[config.mk]
export PLATFORM = sky130hd
export DESIGN_NAME = adv_ret_clkdiv
export DESIGN_NICKNAME = d
export VERILOG_FILES = /design/src/rtl/adv_ret_clkdiv_pkg.sv /design/src/rtl/arcd_rate_latch.sv /design/src/rtl/arcd_step_select.sv /design/src/rtl/arcd_mod_counter.sv /design/src/rtl/adv_ret_clkdiv.sv
export SDC_FILE = /design/constraint.sdc
export NUM_CORES = 1
export LEC_CHECK = 0
export BUFFER_PORTS_ARGS = -buffer_cell sky130_fd_sc_hd__buf_2
export CAP_MARGIN = 10
export CORE_AREA = 2 2 39 41
export DETAILED_ROUTE_END_ITERATION = 12
export DIE_AREA = 0 0 41 43
export SYNTH_ARGS = -nofsm -noshare
export SYNTH_HDL_FRONTEND = slang
export SYNTH_SLANG_ARGS = --single-unit
[constraint.sdc]
create_clock -name clk -period 1.1 [get_ports clk]
set_input_delay 0.11 -clock clk [delete_from_list [all_inputs] [get_ports clk]]
set_output_delay 0.11 -clock clk [all_outputs]
set_load 0.01 [all_outputs]
[src/rtl/adv_ret_clkdiv_pkg.sv]
package adv_ret_clkdiv_pkg;

    typedef enum logic [1:0] {
        STEP_NONE = 2'd0,
        STEP_ADV  = 2'd1,
        STEP_RET  = 2'd2
    } step_e;

endpackage

[src/rtl/arcd_rate_latch.sv]
module arcd_rate_latch (
    input  logic clk,
    input  logic rst,
    input  logic rate_pulse,
    input  logic period_end,
    output logic corr_req
);
    typedef struct packed {
        logic pend;
    } latch_t;

    latch_t st_d, st_q;

    always_comb begin
        st_d = st_q;
        if (period_end) begin
            st_d.pend = 1'b0;
        end else if (rate_pulse) begin
            st_d.pend = 1'b1;
        end
    end

    always_ff @(posedge clk) begin
        if (rst) begin
            st_q <= '0;
        end else begin
            st_q <= st_d;
        end
    end

    // a pulse arriving on the load cycle itself counts for the next period
    assign corr_req = st_q.pend | rate_pulse;
endmodule

[src/rtl/arcd_step_select.sv]
module arcd_step_select
    import adv_ret_clkdiv_pkg::*;
#(
    parameter bit SCAN_FORCES_RETARD = 1'b1
) (
    input  logic  corr_req,
    input  logic  dir_adv,
    input  logic  scan,
    output step_e step
);
    logic want_adv;

    generate
        if (SCAN_FORCES_RETARD) begin : g_scan_ret
            assign want_adv = dir_adv & ~scan;
        end else begin : g_scan_ignored
            assign want_adv = dir_adv;
        end
    endgenerate

    always_comb begin
        if (!corr_req) begin
            step = STEP_NONE;
        end else if (want_adv) begin
            step = STEP_ADV;
        end else begin
            step = STEP_RET;
        end
    end
endmodule

[src/rtl/arcd_mod_counter.sv]
module arcd_mod_counter
    import adv_ret_clkdiv_pkg::*;
#(
    parameter int NOM_DIV = 10
) (
    input  logic  clk,
    input  logic  rst,
    input  step_e step,
    output logic  period_end
);
    localparam int CW = $clog2(NOM_DIV + 1);
    localparam logic [CW-1:0] LOAD_ADV = CW'(NOM_DIV - 2);
    localparam logic [CW-1:0] LOAD_NOM = CW'(NOM_DIV - 1);
    localparam logic [CW-1:0] LOAD_RET = CW'(NOM_DIV);

    typedef struct packed {
        logic [CW-1:0] cnt;
    } cnt_t;

    cnt_t st_d, st_q;

    assign period_end = (st_q.cnt == '0);

    always_comb begin
        st_d = st_q;
        if (period_end) begin
            unique case (step)
                STEP_ADV: st_d.cnt = LOAD_ADV;
                STEP_RET: st_d.cnt = LOAD_RET;
                default:  st_d.cnt = LOAD_NOM;
            endcase
        end else begin
            st_d.cnt = st_q.cnt - 1'b1;
        end
    end

    always_ff @(posedge clk) begin
        if (rst) begin
            st_q.cnt <= LOAD_NOM;
        end else begin
            st_q <= st_d;
        end
    end
endmodule

[src/rtl/adv_ret_clkdiv.sv]
module adv_ret_clkdiv
    import adv_ret_clkdiv_pkg::*;
#(
    parameter int NOM_DIV = 10
) (
    input  logic clk,
    input  logic rst,
    input  logic rate_pulse,
    input  logic dir_adv,
    input  logic scan,
    output logic code_en
);
    logic  period_end;
    logic  corr_req;
    step_e step;

    arcd_rate_latch u_latch (
        .clk        (clk),
        .rst        (rst),
        .rate_pulse (rate_pulse),
        .period_end (period_end),
        .corr_req   (corr_req)
    );

    arcd_step_select #(.SCAN_FORCES_RETARD(1'b1)) u_sel (
        .corr_req (corr_req),
        .dir_adv  (dir_adv),
        .scan     (scan),
        .step     (step)
    );

    arcd_mod_counter #(.NOM_DIV(NOM_DIV)) u_cnt (
        .clk        (clk),
        .rst        (rst),
        .step       (step),
        .period_end (period_end)
    );

    assign code_en = period_end;
endmodule

==> summary.md, run 1 <==
| Metric | Value |
|---|---|
| Total net switching power | 156 uW |
| Outcome | complete, but fails checks |
| CP peak stage delay | 0.33 ns |
| Number of global-route vias before repair | 240 |
| Top cells by area, synth | dfxtp_1 (43%), nor3b_4 (8.0%), a21oi_1 (6.4%), inv_1 (6.4%), o21bai_1 (6.4%) |
| Row cnt | 14 |
| CTS tree | yes |
| Ant diodes | 0 |
| Internal power | 440 uW |
| Min-delay worst type | in -> reg |
| WS Path Type | reg -> reg |
| I/O pin count | 6 |
| Largest family of logic cells by synthesized area | simple AND/OR/NAND/NOR gates |
| Clk pwr share | 36.0% |
| Hold WS | 0.0986 ns |
| #FFs+latches synth | 5 |
| CTS max path bufs | 2 |
| Antenna viol nets, final | 0 |
| Post-synthesis cell type count | 14 |
| Starting Density | 17.0% |
| Syn_nets | 31 |
| Total CTS buffers | 3 |
| Ys Warns | 0 |
| Register area share after synthesis | 42.6% |
| Max Slew Vio Count | 0 |
| Reg clk slew, reported paths | 0.04 ns |
| Share of power burned in registers | 38.0% |
| DR vias/cell | 4.05 |
| Grt total ovfl | 0 |
| Worst EP arrival | 1.38 ns |
| Overall die width | 41 um |
| Critical Path RT | 1.23 ns |
| TritonCTS Sinks | 5 |
| GRT Util Overall | 8.22% |
| Lkg Pwr | 0.175 nW |
| Pwr dens | 1450 nW/um2 |
| Worst-Skew Late Latency | 0.24 ns |
| RSZ-0062 raised after global routing | true |
| Core footprint | 1380 um2 |
| CP Capture Type | flip-flop |
| Detailed router's first-iteration violation count | 0 |
| Synth top area share | 42.6% |
| Detailed Place HPWL | 364 um |
| Via count | 227 |
| Max-cap violation count | 0 |
| Final Cycle Share | 114% |
| Final net count | 47 |
| Setup Skew | 0.00175 ns |
| DIE AREA | 1760 um2 |
| Share of cells above drive strength 1 | 65.0% |
| Comb pwr share | 26.0% |
| Failing checks | negative setup slack |
| Final setup viols | 5 |
| Crit start category | flip-flop |
| Critical-path maximum fanout | 4 |
| WP depth | 6 |
| Synth Area in Compound Gates | 20.2% |
| Cells after synthesis | 25 |
| Multiplexer share of the synthesized area | 0% |
| # port buffers | 5 |
| Hold Buf Count CTS | 0 |
| GP Congestion | 0.691 |
| CP delay by family, top | flip-flops |
| H-tree levels | 1 |
| Global-route wire length before repair | 855 um |
| Cell taking the most area after synthesis | dfxtp_1 |
| Largest net degree at the start of global routing | 6 |
| Headroom to the max-slew limit | 83.8% |
| Slowest-stage cell, CP | dfxtp_2 |
| Fmax | 799 MHz |
| Post-Syn Area per Cell | 9.41 um2 |
| Post-synthesis xor/xnor area fraction | 0% |
| Post-route cell area | 410 um2 |
| Drt total wl | 516 um |
| Slew at the pin with the worst max-slew slack | 0.240 ns |
| Initial antenna violation count | 0 |
| Reg2reg path depth | 6 |
| Post-layout util | 29.7% |
| 1st-pass router iterations | 1 |
| Wire length per cell | 9.21 um |
| Final min period | 1.25 ns |
| Simple logic cell fraction of the synthesized area | 25.5% |
| # DRC | 0 |
| CP cell instances | inv_2 -> ha_4 -> nor3b_4 -> buf_12 -> buf_6 -> a211o_1 |
| Adder-cell area share of the yosys netlist | 5.32% |
| Placed inst area | 325 um2 |
| Clock root cell | clkbuf_4 |
| Area Growth Syn to Fin | 74.5% |
| Synthesized area | 235 um2 |
| Worst path buffer plus inverter count | 3 |
| VDD IR max | 0.470 mV |
| Switching share of total power | 26.2% |
| Final Hold Fails | 0 |
| Min-Delay Path Depth | 2 |
| Die H | 43 um |
| Slack of the critical path | -0.152 ns |
-- repair_timing --
item / in CTS / in global routing
pin swaps: 5 / 0
gates resized for setup: 8 / 0
endpoints found under the setup margin: 5 / 6
setup buffers: 2 / 0
-- cell type report --
| cell class | instances | area [um2] |
|---|---|---|
| Fill cell | 156 | 973 |
| Sequential cell | 5 | 103 |
| Timing Repair Buffer | 11 | 90.1 |
| Multi-Input combinational cell | 16 | 156 |
| Tap cell | 16 | 20.0 |
| Inverter | 4 | 15.0 |
| Clock buffer | 4 | 26.3 |
-- metal layers --
metal / vias to the layer above / global-route usage [%] / wire, um
met5: - / 0 / 0
met4: 0 / 10.0 / 0
met3: 0 / 5.24 / 38
met2: 5 / 11.3 / 267
met1: 105 / 6.73 / 211
li1: 117 / - / -
-- through the flow --
stage | setup TNS (ns) | setup slack (ns) | std cells | power (mW)
2_1_floorplan | -0.146 | -0.0980 | 25 | 0.299
3_3_place_gp | -0.108 | -0.0730 | 50 | 0.339
3_5_place_dp | -0.170 | -0.0672 | 50 | 0.345
4_1_cts | -0.600 | -0.166 | 56 | 0.609
5_1_grt | -0.878 | -0.227 | 56 | 0.649
6_report | -0.550 | -0.152 | 56 | 0.596
-- placed cells by master, fill, tap and decap left out, types with 2 or more instances in the layout --
| cell | n |
|---|---|
| dfxtp_2 | 2 |
| dfxtp_1 | 3 |
| buf_4 | 3 |
| inv_2 | 2 |
| o21bai_1 | 2 |
| buf_2 | 5 |
| buf_6 | 2 |
| clkbuf_4 | 3 |
| a21oi_2 | 2 |
| nor2_1 | 2 |
| inv_1 | 2 |
-- flip-flops by register name (all words and copies together) (netlist names) --
register,cells
u_latch.st_q,1
u_cnt.st_q,4
-- cell usage after synthesis (all sizes together) --
master and number:
inv 4, nor4b 1, nand3 1, nor3 1
a21oi 3, or2b 1, nor3b 1, a211o 1
nor2 2, dfxtp 5, ha 1, o221ai 1
or2 1, o21bai 2
-- worst paths after layout --
path	startpoint	endpoint	slack, ns
worst max-delay path	u_cnt.st_q[0]	u_cnt.st_q[0]	-0.15
worst min-delay path	rst	u_cnt.st_q[1]	0.1
worst max register to register	u_cnt.st_q[0]	u_cnt.st_q[0]	-0.15
worst min register to register	u_cnt.st_q[3]	u_cnt.st_q[2]	0.57
-- kinds of logic (layout without fill, tap and decap cells) --
logic type / after synthesis / after routing
and+or+nand+nor: 8 / 8
adders and majority gates: 1 / 1
AOI/OAI and AO/OA: 7 / 7
buffers and inverters: 4 / 19
DFF: 5 / 5
-- power by group through the flow --
stage | registers, mW | clock network, mW | logic [mW]
detailed placement | 0.229 | 0 | 0.116
floorplan | 0.228 | 0 | 0.0701
global placement | 0.228 | 0 | 0.111
finish | 0.227 | 0.214 | 0.155
global route | 0.229 | 0.248 | 0.172
CTS | 0.227 | 0.226 | 0.156
No activity file was read; power rests on OpenSTA's default activity.
==> run 2: changes to the inputs <==
GPL_TIMING_DRIVEN = 0   (was unset)
==> run 2 against run 1 <==
Critical endpoint is now code_en; first-iteration DRC count did not move; count of clock-buffer cells in the layout did not move; register-to-register slack improved by 0.03 ns; largest power group unchanged; the flow still finishes with violations (negative setup slack); wire length fell by 11%.
==> summary.md, run 2 (synthesis results as in run 1) <==
| Metric | Value |
|---|---|
| Initial antenna violation count | 0 |
| Share of cells above drive strength 1 | 63.2% |
| Max reg flops | 4 |
| Share of power burned in registers | 39.1% |
| Slew at the pin with the worst max-slew slack | 0.249 ns |
| Final net count | 45 |
| Clk pwr share | 36.8% |
| Comb pwr share | 24.0% |
| Design Power | 578 uW |
| Largest net degree at the start of global routing | 6 |
| # port buffers | 5 |
| Hold WS | 0.0924 ns |
| Overall die width | 41 um |
| Row cnt | 14 |
| Lkg Pwr | 0.162 nW |
| H-tree levels | 1 |
| I/O pin count | 6 |
| Critical-path maximum fanout | 2 |
| WS Path Type | reg -> out |
| Non-Filler Instances | 54 |
| CTS tree | yes |
| # DRC | 0 |
| Internal power | 428 uW |
| Most flops, register | u_cnt.st_q |
| GRT Util Overall | 8.55% |
| CP peak stage delay | 0.31 ns |
| Commonest non-fill, non-tap cell in the layout | buf_2 |
| Core footprint | 1380 um2 |
| Commonest non-fill, non-tap cells in the layout | buf_2 (5), clkbuf_4 (3), buf_4 (3), dfxtp_1 (3) |
| Slowest-stage cell, CP | dfxtp_2 |
| Area Growth Syn to Fin | 63.8% |
| CTS max path bufs | 2 |
| Slack of the critical path | -0.152 ns |
| TritonCTS Sinks | 5 |
| Sum of negative setup slack | -0.365 ns |
| Max Slew Vio Count | 0 |
| Final min period | 1.25 ns |
| Total CTS buffers | 3 |
| Worst EP arrival | 1.14 ns |
| Setup WS pre-CTS | -0.129 ns |
| DIE AREA | 1760 um2 |
| Grt total ovfl | 0 |
| Final Hold Fails | 0 |
| CP Capture Type | primary output |
| Via count | 214 |
| Detailed Place HPWL | 326 um |
| CP cell instances | inv_2 -> ha_4 -> nor3b_4 -> buf_2 |
| Setup Skew | 0.00161 ns |
| Drt total wl | 457 um |
| Number of global-route vias before repair | 236 |
| Hold Buf Count CTS | 0 |
| 1st-pass router iterations | 1 |
| RSZ-0062 raised after global routing | true |
| Total net switching power | 150 uW |
| Outcome | complete, but fails checks |
| VDD IR max | 0.608 mV |
| Max-cap violation count | 0 |
| Die H | 43 um |
| DR vias/cell | 3.96 |
| Detailed router's first-iteration violation count | 0 |
| Pwr dens | 1500 nW/um2 |
| Placed cell count | 46 |
| Min-delay worst type | in -> reg |
| Reg clk slew, reported paths | 0.04 ns |
| Headroom to the max-slew limit | 83.1% |
| Min-Delay Path Depth | 2 |
| Starting Density | 17.0% |
| Crit start category | flip-flop |
| Failing checks | negative setup slack |
| Switching share of total power | 26.0% |
| Ant diodes | 0 |
| Wire length per cell | 8.46 um |
| Clock root cell | clkbuf_4 |
| GP Congestion | 0.682 |
| Final Cycle Share | 114% |
| Critical Path RT | 0.99 ns |
| Antenna viol nets, final | 0 |
| Worst-Skew Late Latency | 0.24 ns |
| Fmax | 799 MHz |
| Top flop regs | u_cnt.st_q x4, u_latch.st_q x1 |
| Reg2reg path depth | 6 |
| Final setup viols | 3 |
| Global-route wire length before repair | 938 um |
[run 2: per-layer routing]
metal	part of all wire (%)	track usage (%)	wire length (um)	vias up
met5	0	0	0	-
met4	0	8.00	0	0
met3	4.8	4.71	22	0
met2	49	10.6	224	5
met1	46	9.71	210	95
li1	-	-	-	114
[run 2: worst paths after layout]
path | startpoint | endpoint | slack (ns)
setup / recovery | u_cnt.st_q[1] | code_en | -0.15
setup reg to reg | u_cnt.st_q[1] | u_cnt.st_q[0] | -0.12
hold / removal | rst | u_cnt.st_q[1] | 0.09
hold reg to reg | u_cnt.st_q[3] | u_cnt.st_q[2] | 0.55
[run 2: through the flow]
step	area [um2]	utilization, %
floorplan	250	-
global placement	295	21.3
global route	385	27.8
finish	385	27.8
detailed placement	295	21.3
CTS	385	27.8
[run 2: area by class of cell]
cell class              count  area [um2]
multi-input cells          16         154
fillers                   149         998
inverters                   4        15.0
flip-flops and latches      5         103
repair buffers              9        67.6
clock buffers               4        26.3
well taps                  16        20.0
[run 2: critical path: cells and delay by family (launching register included)]
family	cells	cell delay [ns]
flip-flops	1	0.31
buffers and inverters	2	0.23
AND/OR/NAND/NOR	1	0.23
adder cells (fa/ha/maj)	1	0.13
[run 2: what timing repair did]
action	in CTS	in global routing
setup endpoints to repair	3	4
gates resized for setup	6	0
pin swaps	4	1
buffers inserted	4	0
[run 2: power groups by stage]
stage / registers (mW) / logic [mW] / clock network, mW
2_1_floorplan: 0.228 / 0.0701 / 0
3_3_place_gp: 0.232 / 0.0881 / 0
3_5_place_dp: 0.232 / 0.0924 / 0
4_1_cts: 0.226 / 0.141 / 0.226
5_1_grt: 0.231 / 0.158 / 0.245
6_report: 0.226 / 0.139 / 0.213
